===== config.mk =====
export PLATFORM = sky130hd
export DESIGN_NAME = shift_rot_unit
export DESIGN_NICKNAME = d
export VERILOG_FILES = /design/src/rtl/sru_pkg.sv /design/src/rtl/sru_width_sel.sv /design/src/rtl/sru_core.sv /design/src/rtl/sru_flags.sv /design/src/rtl/shift_rot_unit.sv
export SDC_FILE = /design/constraint.sdc
export NUM_CORES = 1
export LEC_CHECK = 0
export ABC_AREA = 0
export BUFFER_PORTS_ARGS = -buffer_cell sky130_fd_sc_hd__clkbuf_2
export CORE_MARGIN = 1
export CORE_UTILIZATION = 50
export DETAILED_ROUTE_END_ITERATION = 8
export PLACE_DENSITY = 0.84
export SLEW_MARGIN = 15
export SYNTH_ARGS = -nofsm -noshare
export SYNTH_HDL_FRONTEND = slang
export SYNTH_SLANG_ARGS = --single-unit

===== constraint.sdc =====
create_clock -name clk -period 5.5 [get_ports clk]
set_clock_uncertainty 0.1 [all_clocks]
set_input_delay 0 -clock clk [delete_from_list [all_inputs] [get_ports clk]]
set_output_delay 0 -clock clk [all_outputs]
set_load 0.005 [all_outputs]

===== src/rtl/sru_pkg.sv =====
package sru_pkg;

  localparam logic [1:0] SZ_BYTE = 2'd0;
  localparam logic [1:0] SZ_WORD = 2'd1;
  localparam logic [1:0] SZ_LONG = 2'd2;

  localparam logic [3:0] OPC_SHLL  = 4'd0;
  localparam logic [3:0] OPC_SHAL  = 4'd1;
  localparam logic [3:0] OPC_SHLR  = 4'd2;
  localparam logic [3:0] OPC_SHAR  = 4'd3;
  localparam logic [3:0] OPC_ROTL  = 4'd4;
  localparam logic [3:0] OPC_ROTR  = 4'd5;
  localparam logic [3:0] OPC_ROTXL = 4'd6;
  localparam logic [3:0] OPC_ROTXR = 4'd7;
  localparam logic [3:0] OPC_NOT   = 4'd8;

  typedef struct packed {
    logic n;
    logic z;
    logic v;
    logic c;
  } ccr_t;

endpackage


===== src/rtl/sru_width_sel.sv =====
module sru_width_sel #(
  parameter int DATA_W = 32
) (
  input  logic [1:0]        size_code,
  output logic [DATA_W-1:0] width_mask,
  output logic [DATA_W-1:0] top_bit
);
  import sru_pkg::*;

  localparam int BYTE_W = DATA_W / 4;
  localparam int WORD_W = DATA_W / 2;

  localparam logic [DATA_W-1:0] MASK_B = {{(DATA_W-BYTE_W){1'b0}}, {BYTE_W{1'b1}}};
  localparam logic [DATA_W-1:0] MASK_W = {{(DATA_W-WORD_W){1'b0}}, {WORD_W{1'b1}}};
  localparam logic [DATA_W-1:0] MASK_L = {DATA_W{1'b1}};

  always_comb begin
    case (size_code)
      SZ_BYTE: width_mask = MASK_B;
      SZ_WORD: width_mask = MASK_W;
      default: width_mask = MASK_L;
    endcase
  end

  // the highest set bit of a contiguous low mask
  assign top_bit = width_mask ^ (width_mask >> 1);

endmodule


===== src/rtl/sru_core.sv =====
module sru_core #(
  parameter int DATA_W = 32
) (
  input  logic [DATA_W-1:0] operand,
  input  logic [DATA_W-1:0] width_mask,
  input  logic [DATA_W-1:0] top_bit,
  input  logic [3:0]        opcode,
  input  logic              carry_in,
  output logic [DATA_W-1:0] result,
  output logic              carry_out,
  output logic              old_top,
  output logic              old_bottom
);
  import sru_pkg::*;

  logic [DATA_W-1:0] masked;

  function automatic logic [DATA_W-1:0] step_left(
    input logic [DATA_W-1:0] x, input logic fill, input logic [DATA_W-1:0] m);
    return ((x << 1) | {{(DATA_W-1){1'b0}}, fill}) & m;
  endfunction

  function automatic logic [DATA_W-1:0] step_right(
    input logic [DATA_W-1:0] x, input logic fill, input logic [DATA_W-1:0] tb);
    return (x >> 1) | (fill ? tb : '0);
  endfunction

  assign masked     = operand & width_mask;
  assign old_top    = |(masked & top_bit);
  assign old_bottom = masked[0];

  always_comb begin
    result    = masked;
    carry_out = carry_in;
    case (opcode)
      OPC_SHLL, OPC_SHAL: begin
        result    = step_left(masked, 1'b0, width_mask);
        carry_out = old_top;
      end
      OPC_SHLR: begin
        result    = step_right(masked, 1'b0, top_bit);
        carry_out = old_bottom;
      end
      OPC_SHAR: begin
        result    = step_right(masked, old_top, top_bit);
        carry_out = old_bottom;
      end
      OPC_ROTL: begin
        result    = step_left(masked, old_top, width_mask);
        carry_out = old_top;
      end
      OPC_ROTR: begin
        result    = step_right(masked, old_bottom, top_bit);
        carry_out = old_bottom;
      end
      OPC_ROTXL: begin
        result    = step_left(masked, carry_in, width_mask);
        carry_out = old_top;
      end
      OPC_ROTXR: begin
        result    = step_right(masked, carry_in, top_bit);
        carry_out = old_bottom;
      end
      OPC_NOT: begin
        result    = ~masked & width_mask;
        carry_out = carry_in;
      end
      default: begin
        result    = masked;
        carry_out = carry_in;
      end
    endcase
  end

endmodule


===== src/rtl/sru_flags.sv =====
module sru_flags #(
  parameter int DATA_W = 32
) (
  input  logic [DATA_W-1:0] result,
  input  logic [DATA_W-1:0] top_bit,
  input  logic              carry,
  output sru_pkg::ccr_t     flags
);
  always_comb begin
    flags.n = |(result & top_bit);
    flags.z = (result == '0);
    flags.v = 1'b0;
    flags.c = carry;
  end
endmodule


===== src/rtl/shift_rot_unit.sv =====
module shift_rot_unit #(
  parameter int DATA_W = 32
) (
  input  logic              clk,
  input  logic              rst,
  input  logic              in_valid,
  input  logic [1:0]        in_size,
  input  logic [3:0]        in_op,
  input  logic              in_carry,
  input  logic [DATA_W-1:0] in_data,
  output logic              out_valid,
  output logic [DATA_W-1:0] out_data,
  output logic [3:0]        out_ccr
);
  import sru_pkg::*;

  logic [DATA_W-1:0] width_mask;
  logic [DATA_W-1:0] top_bit;
  logic [DATA_W-1:0] core_result;
  logic              core_carry;
  logic              old_top;
  logic              old_bottom;
  ccr_t              next_flags;

  sru_width_sel #(.DATA_W(DATA_W)) u_width (
    .size_code  (in_size),
    .width_mask (width_mask),
    .top_bit    (top_bit)
  );

  sru_core #(.DATA_W(DATA_W)) u_core (
    .operand    (in_data),
    .width_mask (width_mask),
    .top_bit    (top_bit),
    .opcode     (in_op),
    .carry_in   (in_carry),
    .result     (core_result),
    .carry_out  (core_carry),
    .old_top    (old_top),
    .old_bottom (old_bottom)
  );

  sru_flags #(.DATA_W(DATA_W)) u_flags (
    .result (core_result),
    .top_bit(top_bit),
    .carry  (core_carry),
    .flags  (next_flags)
  );

  always_ff @(posedge clk) begin
    if (rst) begin
      out_valid <= 1'b0;
      out_data  <= '0;
      out_ccr   <= '0;
    end else begin
      out_valid <= in_valid;
      if (in_valid) begin
        out_data <= core_result;
        out_ccr  <= next_flags;
      end
    end
  end

  AST_UPPER_ZERO: assert property (@(posedge clk) disable iff (rst)
    in_valid |-> ((core_result & ~width_mask) == '0));
  AST_TOP_ONEHOT: assert property (@(posedge clk) disable iff (rst)
    in_valid |-> ($countones(top_bit) == 1));
  AST_LATENCY: assert property (@(posedge clk) disable iff (rst)
    in_valid |=> out_valid);
  AST_IDLE_HOLD: assert property (@(posedge clk) disable iff (rst)
    !in_valid |=> (!out_valid && $stable(out_data) && $stable(out_ccr)));
  AST_V_CLEAR: assert property (@(posedge clk) disable iff (rst)
    out_valid |-> !out_ccr[1]);
  AST_Z_MATCH: assert property (@(posedge clk) disable iff (rst)
    out_valid |-> (out_ccr[2] == (out_data == '0)));
  AST_NOT_KEEPS_C: assert property (@(posedge clk) disable iff (rst)
    (in_valid && in_op == OPC_NOT) |=> (out_ccr[0] == $past(in_carry)));
  AST_LEFT_CARRY: assert property (@(posedge clk) disable iff (rst)
    (in_valid && (in_op == OPC_SHLL || in_op == OPC_SHAL)) |=> (out_ccr[0] == $past(old_top)));
  AST_RESET_CLEAR: assert property (@(posedge clk)
    rst |=> (!out_valid && out_data == '0 && out_ccr == '0));

endmodule


==> summary.txt, run 1 <==
Clock network
  – Clock buffer count from CTS: 5
  – TritonCTS clock tree: built
  – CTS H-tree depth: 2
  – Maximum clock path buffer count: 2
  – # Post-CTS Setup Buffers: 0
  – Clock Latency Late Sink: 0.29 ns
  – Root buf cell: sky130_fd_sc_hd__clkbuf_8
  – Number of gates resized after CTS: 0
  – Clock transition time at the flip-flop clock pins of the worst setup and hold paths: 0.08 ns
  – Total clock sinks: 36
  – Hold-fix buffer count after cts: 0

Floorplan
  – Die extent in y: 77.98 um
  – Number of I/O pins: 79
  – Initial core utilization: 0.5210
  – Floorplan row count: 27
  – Core area: 0.005540 mm^2
  – Die X-Extent: 77.98 um
  – Floorplan die area: 0.006081 mm^2

Global route
  – Antenna violations before repair: 0
  – Maximum number of pins on one net before global-route repair: 47
  – First-pass GRT wire length: 14.08 mm
  – Total routing usage reported by global routing: 0.2887
  – Number of global-route vias before repair: 2,848
  – Remaining global-route overflow: 0

Power and ir drop
  – Sequential group share of total power: 0.389
  – Max VDD drop: 201.4 uV
  – Clk network pwr share: 0.315
  – Pwr/cell area: 220.0 mW/mm^2
  – Switching share of power: 0.3182
  – Net switching power: 232.6 uW
  – LEAKAGE: 1.419 nW
  – Int Power: 498.2 uW
  – Final Total Pwr: 730.8 uW
  – Fraction of power consumed by combinational cells: 0.296

Setup path
  – Worst setup path class: in -> reg
  – Crit path launch: in_op[2]
  – Worst reg2reg path endpoint: out_data[25]
  – CP arrival: 3.03 ns
  – Chain of cells forming the critical path: clkbuf_2, mux2i_2, mux2_2, a2111oi_0, nand4_1, or4_1, o22ai_2
  – Critical-path top delay cell: sky130_fd_sc_hd__mux2i_2
  – Worst-path fanout max: 39
  – Launching point of the worst reg2reg path: out_data[25]
  – Startpoint kind of the worst setup timing path: primary input
  – Worst stage delay on the critical path: 0.68 ns
  – Number of cell instances on the worst register-to-register path: 3
  – Type of element capturing the critical path: flip-flop
  – R2R Setup Slk: 4.64 ns
  – Critical path required time: 5.62 ns
  – Critical Path End: out_ccr[2]

Synthesis
  – Share of Yosys cell area claimed by the top area cell type: 0.2497
  – Fraction of the yosys area taken by sequential cells: 0.2497
  – Primary flip-flop cell chosen by synthesis mapping: sky130_fd_sc_hd__dfxtp_1
  – Most instantiated library cell after synthesis: sky130_fd_sc_hd__dfxtp_1
  – Number of nets in the synthesized netlist: 419
  – Number of synthesis warnings: 0
  – Syn Inst Count: 377
  – Total standard cell area after synthesis: 0.002887 mm^2
  – Asr flop ratio synth: 0
  – Most used standard cells in the synthesized netlist: sky130_fd_sc_hd__dfxtp_1 (36), sky130_fd_sc_hd__mux2i_1 (32), sky130_fd_sc_hd__nor2_1 (32)
  – Mean area per synthesized cell: 7.657 um^2
  – Leading cell types by total area after synthesis: sky130_fd_sc_hd__dfxtp_1 (25%), sky130_fd_sc_hd__mux2i_1 (11%), sky130_fd_sc_hd__a21oi_1 (4.2%), sky130_fd_sc_hd__nor2_1 (4.2%), sky130_fd_sc_hd__nand2_1 (4.0%)
  – Number of flip-flops and latches in the synthesized netlist: 36
  – Count of cell types in the netlist: 65
  – Count of flip-flops with a built-in enable after synthesis: 0
  – Area leader, netlist: sky130_fd_sc_hd__dfxtp_1

Routing
  – Post-route antenna net violation count: 0
  – First-pass DRT Iterations: 5
  – Sum of routed wire length over all layers: 8.632 mm
  – Drt drc: 0
  – Mean number of vias per cell: 6.327
  – Routed WL per cell: 17.30 um
  – Detailed router's first-iteration violation count: 323
  – Overall via count from detail_route: 3,157

Layout
  – Total area of multi-input combinational cells: 0.001962 mm^2
  – Area taken by flip-flops and latches: 720.7 um^2
  – Final #Nets: 468
  – Layout cell share with drive strength beyond 1: 0.2506
  – Synth-to-layout area growth: 15.08%
  – Number of fill cells: 528
  – Final Instance Area: 0.003322 mm^2
  – Number of inserted diodes: 0

Timing
  – Post-Route Setup TNS: 0 ns
  – Final period util: 0.5292
  – Minimum period implied by the final worst setup slack: 2.911 ns
  – Number of endpoints with negative hold slack in the final report: 0
  – Crit path setup slack, layout: 2.589 ns
  – Max frequency: 343.6 MHz
  – Number of endpoints failing setup at the final stage: 0
  – Worst-Margin Slew: 0.9571 ns
  – RSZ-0062 raised after global routing: false
  – Relative slew slack: 0.3612
  – Final Max Tran Viols: 0
  – Worst hold slack across all endpoints: 0.01158 ns

Placement
  – Placed cell area: 0.003211 mm^2
  – DPL Wire Length: 6.180 mm
  – Number of port buffers: 77
  – Routability cong.: 0.9724
  – Setup Slack @ Placement: 2.330 ns

Flow run
  – Total of max-cap violations: 0

Status
  – Outcome: complete, no violations

Hold path
  – Min-delay worst type: in -> reg
-- cell type report --
cell class,count,area share
Sequential cell,36,0.2169
Multi-Input combinational cell,294,0.5906
Timing Repair Buffer,79,0.1205
Tap cell,72,0.02712
Clock buffer,5,0.02072
Clock inverter,3,0.01281
Inverter,10,0.01130
-- through the flow --
step | util | instances
floorplan | - | 377
global placement | 0.5795 | 491
detailed placement | 0.5795 | 491
CTS | 0.5996 | 499
global route | 0.5996 | 499
finish | 0.5996 | 499
-- critical path, delay by kind of cell --
kind / cells / cell delay, ns
AO/OA/AOI/OAI: 2 / 0.64
multiplexers: 2 / 1.10
AND/OR/NAND/NOR: 2 / 0.74
buffers and inverters: 1 / 0.53
-- state kept, by name, indices dropped and copies added (netlist names) --
name	count
out_ccr	3
out_data	32
out_valid	1
-- cell usage in the layout (no fill, tap or decap), drive strengths merged, types with 3 or more instances in the layout --
cell type and n:
clkbuf 82, dfxtp 36, nor2 33, mux2i 32
nand2 31, a21oi 24, o21ai 17, nand3 15
a31oi 12, and2 10, inv 10, mux2 9
o22ai 8, o31ai 7, or4 7, o21a 6
xnor2 6, o211ai 6, nor3 5, nand2b 4
a211oi 4, a22oi 3, o31a 3, a2bb2oi 3
xor2 3, nor4 3, a221o 3, nand4 3
or2 3
-- power groups by stage --
stage | Sequential [mW] | Combinational [mW] | Clock [mW]
floorplan | 0.291 | 0.142 | 0
global placement | 0.290 | 0.207 | 0
detailed placement | 0.290 | 0.211 | 0
CTS | 0.284 | 0.212 | 0.234
global route | 0.286 | 0.236 | 0.247
finish | 0.284 | 0.217 | 0.230
-- worst min-delay path by stage --
stage / startpoint / to / slack [ns] / cells after the start
after CTS: in_carry / out_ccr[0] / 0.03 / 5
after global placement: out_valid / out_valid / 0.27 / 1
after floorplan: in_carry / out_ccr[0] / 0.15 / 4
after detailed placement: out_valid / out_valid / 0.27 / 1
final: in_carry / out_ccr[0] / 0.01 / 5
after global routing: in_carry / out_ccr[0] / 0.09 / 5
-- layer usage --
layer | track usage | wire, um
met5 | 0 | 0
met3 | 0.05412 | 674
met1 | 0.3756 | 3721
met2 | 0.4628 | 3984
met4 | 0.1278 | 251
-- cell families after synthesis --
kind of cell    share of synthesized area
xor+xnor                          0.02731
mux                                0.1461
compound gates                     0.2779
flops                              0.2497
other cells                      0.001299
buf+inv                           0.07195
simple gates                       0.2258
Power figures use the tool's default switching activity.
==> inputs of run 2 (changes only) <==
Settings changed: ABC_AREA 0 to 1, CORE_UTILIZATION 50 to 48, PLACE_DENSITY 0.84 to 0.85.
Clock period 5.5 ns to 2.35 ns, I/O delays scaled along.
==> summary.txt, run 2 <==
Floorplan
  – Core area: 0.005507 mm^2 (-0.61%)
  – Floorplan row count: 27 (unchanged)
  – Initial core utilization: 0.4981 (-0.02293)
  – Number of I/O pins: 79 (unchanged)
  – Die X-Extent: 77.59 um (-0.50%)
  – Floorplan die area: 0.006020 mm^2 (-1.0%)
  – Die extent in y: 77.59 um (-0.50%)

Power and ir drop
  – Max VDD drop: 414.4 uV (+110%)
  – LEAKAGE: 1.708 nW (+20%)
  – Pwr/cell area: 498.2 mW/mm^2 (+130%)
  – Final Total Pwr: 1.583 mW (+120%)

Clock network
  – Clock Latency Late Sink: 0.28 ns (about the same)
  – # Post-CTS Setup Buffers: 0 (unchanged)
  – TritonCTS clock tree: built
  – CTS H-tree depth: 2 (unchanged)
  – Root buf cell: sky130_fd_sc_hd__clkbuf_8
  – Total clock sinks: 36 (unchanged)
  – Clock transition time at the flip-flop clock pins of the worst setup and hold paths: 0.07 ns (about the same)
  – Clock buffer count from CTS: 5 (unchanged)
  – Maximum clock path buffer count: 2 (unchanged)

Global route
  – Total routing usage reported by global routing: 0.2741 (-0.01461)
  – Maximum number of pins on one net before global-route repair: 40 (-15%)
  – Number of global-route vias before repair: 2,993 (+5.1%)
  – Antenna violations before repair: 0 (unchanged)
  – Remaining global-route overflow: 0 (unchanged)
  – First-pass GRT wire length: 13.29 mm (-5.6%)

Setup path
  – Cell with the most instances on the worst path: sky130_fd_sc_hd__nand2_1
  – Chain of cells forming the critical path: clkbuf_2, inv_2, nand2_2, nand2_4, inv_2, a21oi_1, nand2_1, nand2_1, nor2_1, nand2_1, nor2_1, nand3_1, a21oi_2
  – Worst reg2reg path endpoint: out_data[4]
  – Launching point of the worst reg2reg path: out_data[4]
  – Cell family with the largest share of critical-path delay: simple AND/OR/NAND/NOR gates
  – Startpoint kind of the worst setup timing path: primary input
  – Type of element capturing the critical path: flip-flop
  – R2R Setup Slk: 1.57 ns (-3.07 ns)
  – Critical path required time: 2.48 ns (-3.14 ns)
  – Worst stage delay on the critical path: 0.48 ns (-0.20 ns)
  – Worst setup path class: in -> reg
  – Critical path buffer and inverter count: 3 (+2)
  – Number of cell instances on the worst register-to-register path: 2 (-1)
  – Critical-path top delay cell: sky130_fd_sc_hd__inv_2
  – CP arrival: 1.86 ns (-1.17 ns)
  – Worst-path fanout max: 39 (unchanged)

Hold path
  – Min-delay worst type: in -> reg
  – Startpoint of the worst hold path: in_data[3]
  – Hold depth: 5 (unchanged)
  – Terminating pin of the worst hold path: out_data[3]

Synthesis
  – Share of synthesized cell area in full adder, half adder and majority cells: 0 (unchanged)
  – Fraction of the yosys area taken by sequential cells: 0.2628 (+0.01310)
  – Leading cell types by total area after synthesis: sky130_fd_sc_hd__dfxtp_1 (26%), sky130_fd_sc_hd__nand2_1 (21%), sky130_fd_sc_hd__o21ai_0 (11%), sky130_fd_sc_hd__nand3_1 (6.8%), sky130_fd_sc_hd__a21oi_1 (6.6%)
  – Number of nets in the synthesized netlist: 516 (+23%)
  – Number of synthesis warnings: 0 (unchanged)
  – Asr flop ratio synth: 0 (unchanged)
  – Count of flip-flops with a built-in enable after synthesis: 0 (unchanged)
  – Synth Area in Compound Gates: 0.2290 (-0.04884)
  – Synthesized-area fraction occupied by xor and xnor cells: 0 (-0.02731)
  – Simple logic cell fraction of the synthesized area: 0.3837 (+0.1578)
  – Mux cell area share after synthesis: 0 (-0.1461)
  – Area leader, netlist: sky130_fd_sc_hd__dfxtp_1
  – Count of cell types in the netlist: 30 (-54%)
  – Most used standard cells in the synthesized netlist: sky130_fd_sc_hd__nand2_1 (157), sky130_fd_sc_hd__o21ai_0 (60), sky130_fd_sc_hd__nand3_1 (37), sky130_fd_sc_hd__nor2_1 (37)
  – Main combinational cell family by area after synthesis: simple AND/OR/NAND/NOR gates
  – Number of flip-flops and latches in the synthesized netlist: 36 (unchanged)
  – Primary flip-flop cell chosen by synthesis mapping: sky130_fd_sc_hd__dfxtp_1
  – Mean area per synthesized cell: 5.786 um^2 (-24%)
  – Total standard cell area after synthesis: 0.002743 mm^2 (-5.0%)
  – Share of Yosys cell area claimed by the top area cell type: 0.2628 (+0.01310)
  – Most instantiated library cell after synthesis: sky130_fd_sc_hd__nand2_1
  – Syn Inst Count: 474 (+26%)

Timing
  – Number of endpoints failing setup at the final stage: 0 (unchanged)
  – Relative slew slack: 0.4055 (+0.04426)
  – Final period util: 0.7392
  – Max frequency: 575.7 MHz
  – Number of endpoints with negative hold slack in the final report: 0 (unchanged)
  – Post-Route Setup TNS: 0 ns (unchanged)
  – Final Max Tran Viols: 0 (unchanged)
  – Worst-Margin Slew: 0.8908 ns (-0.06632 ns)
  – Worst hold slack across all endpoints: 0.02466 ns (+0.01309 ns)
  – Crit path setup slack, layout: 0.6129 ns (-1.976 ns)
  – RSZ-0062 raised after global routing: false
  – Minimum period implied by the final worst setup slack: 1.737 ns

Routing
  – Detailed router's first-iteration violation count: 293 (-9.3%)
  – Sum of routed wire length over all layers: 7.894 mm (-8.5%)
  – Drt drc: 0 (unchanged)
  – Routed WL per cell: 12.94 um (-25%)
  – Post-route antenna net violation count: 0 (unchanged)
  – First-pass DRT Iterations: 5 (unchanged)
  – Overall via count from detail_route: 3,318 (+5.1%)
  – Mean number of vias per cell: 5.439 (-14%)

Layout
  – Total area of multi-input combinational cells: 0.001684 mm^2 (-14%)
  – Most frequent standard cell in the layout excluding fill and tap cells: sky130_fd_sc_hd__nand2_1
  – Top Registers: out_data x32, out_ccr x3, out_valid x1
  – Synth-to-layout area growth: 15.88%
  – Final #Nets: 579 (+24%)
  – Final Instance Area: 0.003178 mm^2 (-4.3%)
  – Layout cell share with drive strength beyond 1: 0.2045 (-0.04612)
  – Area taken by flip-flops and latches: 720.7 um^2 (unchanged)
  – Leading cell types in the layout, fill and taps excluded: sky130_fd_sc_hd__nand2_1 (157), sky130_fd_sc_hd__clkbuf_2 (77), sky130_fd_sc_hd__o21ai_0 (60)
  – Largest register by flop count: out_data
  – Number of flip-flops under the largest register name: 32 (unchanged)
  – Number of fill cells: 545 (+3.2%)
  – Number of inserted diodes: 0 (unchanged)

Flow run
  – Total of max-cap violations: 0 (unchanged)

Placement
  – DPL Wire Length: 5.866 mm (-5.1%)
  – Placed cell area: 0.003078 mm^2 (-4.1%)
  – Setup Slack @ Placement: 0.3921 ns (-1.938 ns)
  – Number of port buffers: 77 (unchanged)
  – Routability cong.: 0.9408 (-3.2%)

Status
  – Outcome: complete, no violations
run 2: changes by cell type in the layout (fill, tap and decap cells not counted), moves of 13 or more:
| cell | previous run | this run |
|---|---|---|
| sky130_fd_sc_hd__nand2_1 | 31 | 157 |
| sky130_fd_sc_hd__o21ai_0 | 17 | 60 |
| sky130_fd_sc_hd__mux2i_1 | 31 | 0 |
| sky130_fd_sc_hd__inv_1 | 9 | 36 |
| sky130_fd_sc_hd__nand3_1 | 15 | 37 |
| sky130_fd_sc_hd__o21ai_1 | 0 | 13 |
run 2: repair_timing:
action,CTS,global route
hold buffers,1,0
hold endpoints to repair,3,0
setup endpoints to repair,0,0
gates resized for setup,0,0
run 2: routing by layer:
metal | track usage | vias up | share of wire
met1 | 0.3427 | 1468 | 0.43
li1 | - | 1664 | -
met3 | 0.05529 | 24 | 0.064
met4 | 0.1113 | 0 | 0.034
met5 | 0 | - | 0
met2 | 0.4575 | 162 | 0.47
run 2: worst max path at each step:
stage                 endpoint  cells past startpoint  slack (ns)     start
finish              out_ccr[2]                     13        0.61  in_op[2]
global route        out_ccr[2]                     13        0.38  in_op[2]
CTS                 out_ccr[2]                     13        0.69  in_op[2]
detailed placement  out_ccr[2]                     13        0.39  in_op[3]
global placement    out_ccr[2]                     13        0.41  in_op[3]
floorplan           out_ccr[2]                     15        0.92  in_op[3]
run 2: through the flow:
step / util / instances
2_1_floorplan: - / 474
3_3_place_gp: 0.5590 / 601
3_5_place_dp: 0.5590 / 601
4_1_cts: 0.5771 / 610
5_1_grt: 0.5771 / 610
6_report: 0.5771 / 610
run 2: layout make-up:
type                            count  share of cell area
Multi-Input combinational cell    369              0.5299
Sequential cell                    36              0.2268
Timing Repair Buffer               83              0.1362
Inverter                           42             0.05039
Clock buffer                        8             0.02835
Tap cell                           72             0.02835
run 2: power by group:
part | switching, mW | internal [mW] | total [mW]
Sequential | 0.0212 | 0.652 | 0.673
Clock | 0.212 | 0.239 | 0.452
Combinational | 0.297 | 0.161 | 0.459
run 2: cells by family after synthesis:
kind of cell / count (synthesis)
simple gates: 248
other cells: 1
buf+inv: 69
compound gates: 120
flops: 36
run 2: worst reg2reg max path: stages, from the launching register on:
cell and delay (ns):
sky130_fd_sc_hd__dfxtp_1 0.35, sky130_fd_sc_hd__o21ai_0 0.08, sky130_fd_sc_hd__a21oi_1 0.17
==> inputs of run 3 (changes only) <==
Settings changed: ABC_AREA 1 to 0, PLACE_DENSITY 0.85 to 0.84.
Clock period 2.35 ns to 1.55 ns, I/O delays scaled along.
==> summary.txt, run 3 (synthesis gave the netlist of run 1 again) <==
Status
  – Outcome: finished with violations
  – Failing checks: DRC, setup timing

Setup path
  – Critical-path top delay cell: sky130_fd_sc_hd__or4b_4
  – Cell with the most instances on the worst path: sky130_fd_sc_hd__o22ai_2
  – Startpoint kind of the worst setup timing path: primary input
  – Worst-path fanout max: 7 (-82%)
  – Worst stage delay on the critical path: 0.61 ns (+0.13 ns)
  – Crit path launch: in_op[2]
  – R2R Setup Slk: 0.73 ns (-0.84 ns)
  – Launching point of the worst reg2reg path: out_data[12]
  – Chain of cells forming the critical path: clkbuf_16, buf_12, or4b_4, mux2i_1, o22ai_2, a211oi_2, nand4_1, or4_1, o22ai_2
  – Number of gates on the worst path with buffers counted: 9 (-4)
  – Critical path buffer and inverter count: 2 (-1)
  – Worst setup path class: in -> reg
  – Critical Path End: out_ccr[2]
  – Worst reg2reg path endpoint: out_data[12]
  – Cell family with the largest share of critical-path delay: simple AND/OR/NAND/NOR gates
  – Number of cell instances on the worst register-to-register path: 3 (+1)
  – CP arrival: 2.15 ns (+0.29 ns)
  – Type of element capturing the critical path: flip-flop
  – Critical path required time: 1.67 ns (-0.81 ns)

Placement
  – Setup Slack @ Placement: -0.7431 ns (-1.135 ns)
  – Placed cell area: 0.004029 mm^2 (+31%)
  – Number of port buffers: 77 (unchanged)
  – Routability cong.: 0.9881 (+5.0%)
  – DPL Wire Length: 7.530 mm (+28%)

Timing
  – Max frequency: 493.0 MHz
  – Post-Route Setup TNS: -2.697 ns (-2.697 ns)
  – Worst-Margin Slew: 0.5935 ns (-0.2973 ns)
  – Final period util: 1.309
  – Final Max Tran Viols: 0 (unchanged)
  – Number of endpoints with negative hold slack in the final report: 0 (unchanged)
  – Minimum period implied by the final worst setup slack: 2.028 ns
  – RSZ-0062 raised after global routing: true
  – Crit path setup slack, layout: -0.4785 ns (-1.091 ns)
  – Number of endpoints failing setup at the final stage: 20 (+20)
  – Worst hold slack across all endpoints: 0.1442 ns (+0.1195 ns)
  – Relative slew slack: 0.6039 (+0.1984)

Routing
  – Mean number of vias per cell: 6.492 (+19%)
  – Detailed router's first-iteration violation count: 572 (+95%)
  – Overall via count from detail_route: 4,012 (+21%)
  – First-pass DRT Iterations: 7 (+2)
  – Routed WL per cell: 20.94 um (+62%)
  – Sum of routed wire length over all layers: 12.94 mm (+64%)
  – Post-route antenna net violation count: 0 (unchanged)
  – Drt drc: 1 (+1)

Global route
  – Global Route met2 Usage: 0.6239 (+0.1664)
  – Antenna violations before repair: 0 (unchanged)
  – First-pass GRT wire length: 17.92 mm (+35%)
  – Maximum number of pins on one net before global-route repair: 37 (-7.5%)
  – Remaining global-route overflow: 0 (unchanged)
  – Highest-utilization routing layer at the global route stage: met2
  – Total routing usage reported by global routing: 0.3646 (+0.09056)
  – Global routing met3 resource utilization: 0.06971 (+0.01442)
  – Met1 track utilization from global routing: 0.4143 (+0.07163)
  – Number of global-route vias before repair: 3,754 (+25%)

Floorplan
  – Die extent in y: 79.55 um (+2.5%)
  – Floorplan row count: 27 (unchanged)
  – Initial core utilization: 0.5116 (+0.01357)
  – Core area: 0.005642 mm^2 (+2.5%)
  – Number of I/O pins: 79 (unchanged)
  – Floorplan die area: 0.006327 mm^2 (+5.1%)
  – Die X-Extent: 79.55 um (+2.5%)

Clock network
  – Clock Latency Late Sink: 0.29 ns (about the same)
  – Root buf cell: sky130_fd_sc_hd__clkbuf_8
  – TritonCTS clock tree: built
  – Maximum clock path buffer count: 2 (unchanged)
  – CTS H-tree depth: 2 (unchanged)
  – Total clock sinks: 36 (unchanged)
  – Clock transition time at the flip-flop clock pins of the worst setup and hold paths: 0.08 ns (about the same)
  – Clock buffer count from CTS: 5 (unchanged)

Layout
  – Top Registers: out_data x32, out_ccr x3, out_valid x1
  – Final Instance Area: 0.004763 mm^2 (+50%)
  – Final #Nets: 588 (+1.6%)
  – Synth-to-layout area growth: 65.02%
  – Leading cell types in the layout, fill and taps excluded: sky130_fd_sc_hd__buf_4 (97), sky130_fd_sc_hd__clkbuf_2 (74), sky130_fd_sc_hd__dfxtp_1 (36)
  – Number of fill cells: 284 (-48%)
  – Most frequent standard cell in the layout excluding fill and tap cells: sky130_fd_sc_hd__buf_4
  – Number of flip-flops under the largest register name: 32 (unchanged)
  – Layout cell share with drive strength beyond 1: 0.5110 (+0.3065)
  – Largest register by flop count: out_data
  – Number of inserted diodes: 0 (unchanged)

Hold path
  – Min-delay worst type: in -> reg

Power and ir drop
  – Final Total Pwr: 3.075 mW (+94%)
  – Max VDD drop: 523.5 uV (+26%)
  – Pwr/cell area: 645.5 mW/mm^2 (+30%)
  – LEAKAGE: 2.148 nW (+26%)

Flow run
  – Total of max-cap violations: 0 (unchanged)
==> run 3: through the flow <==
step	utilization	std cells
4_1_cts	0.7953	610
6_report	0.8443	618
3_5_place_dp	0.7141	592
3_3_place_gp	0.7141	592
2_1_floorplan	-	377
5_1_grt	0.8443	618
==> run 3: final cells by class <==
cell class | count | area, um^2 | area share
Clock buffer | 7 | 96.34 | 0.02023
Inverter | 10 | 37.54 | 0.007880
Multi-Input combinational cell | 294 | 2311 | 0.4852
Sequential cell | 36 | 720.7 | 0.1513
Tap cell | 72 | 90.09 | 0.01891
Timing Repair Buffer | 199 | 1508 | 0.3165
==> run 3: per-layer routing <==
layer  wire (um)  vias up  part of all wire
li1            -     1738                 -
met1        4637     1832              0.36
met2        6067      345              0.47
met3        1419       97              0.11
met4         813        0             0.063
met5           0        -                 0
==> run 3: worst min-delay path by stage <==
stage | startpoint | endpoint | cells past startpoint
after floorplan | in_carry | out_ccr[0] | 4
after global placement | out_valid | out_valid | 1
after detailed placement | out_valid | out_valid | 1
after CTS | rst | out_ccr[2] | 5
after global routing | rst | out_ccr[2] | 5
final | rst | out_valid | 3
==> run 3: what timing repair did <==
action / 4_1_cts / 5_1_grt
gates cloned: 1 / 0
setup buffers: 14 / 11
resized for setup: 69 / 42
hold buffers: 0 / 0
setup endpoints to repair: 18 / 24
pin swaps: 31 / 33
==> run 3: report_power, final <==
group	internal, mW	switching, mW
Sequential	0.980	0.0307
Clock	0.396	0.339
Combinational	0.653	0.675
==> run 3: tightest hold or removal path: cells and delay by family <==
family	cells	cell delay, ns
AND/OR/NAND/NOR	1	0.12
buffers and inverters	2	0.37
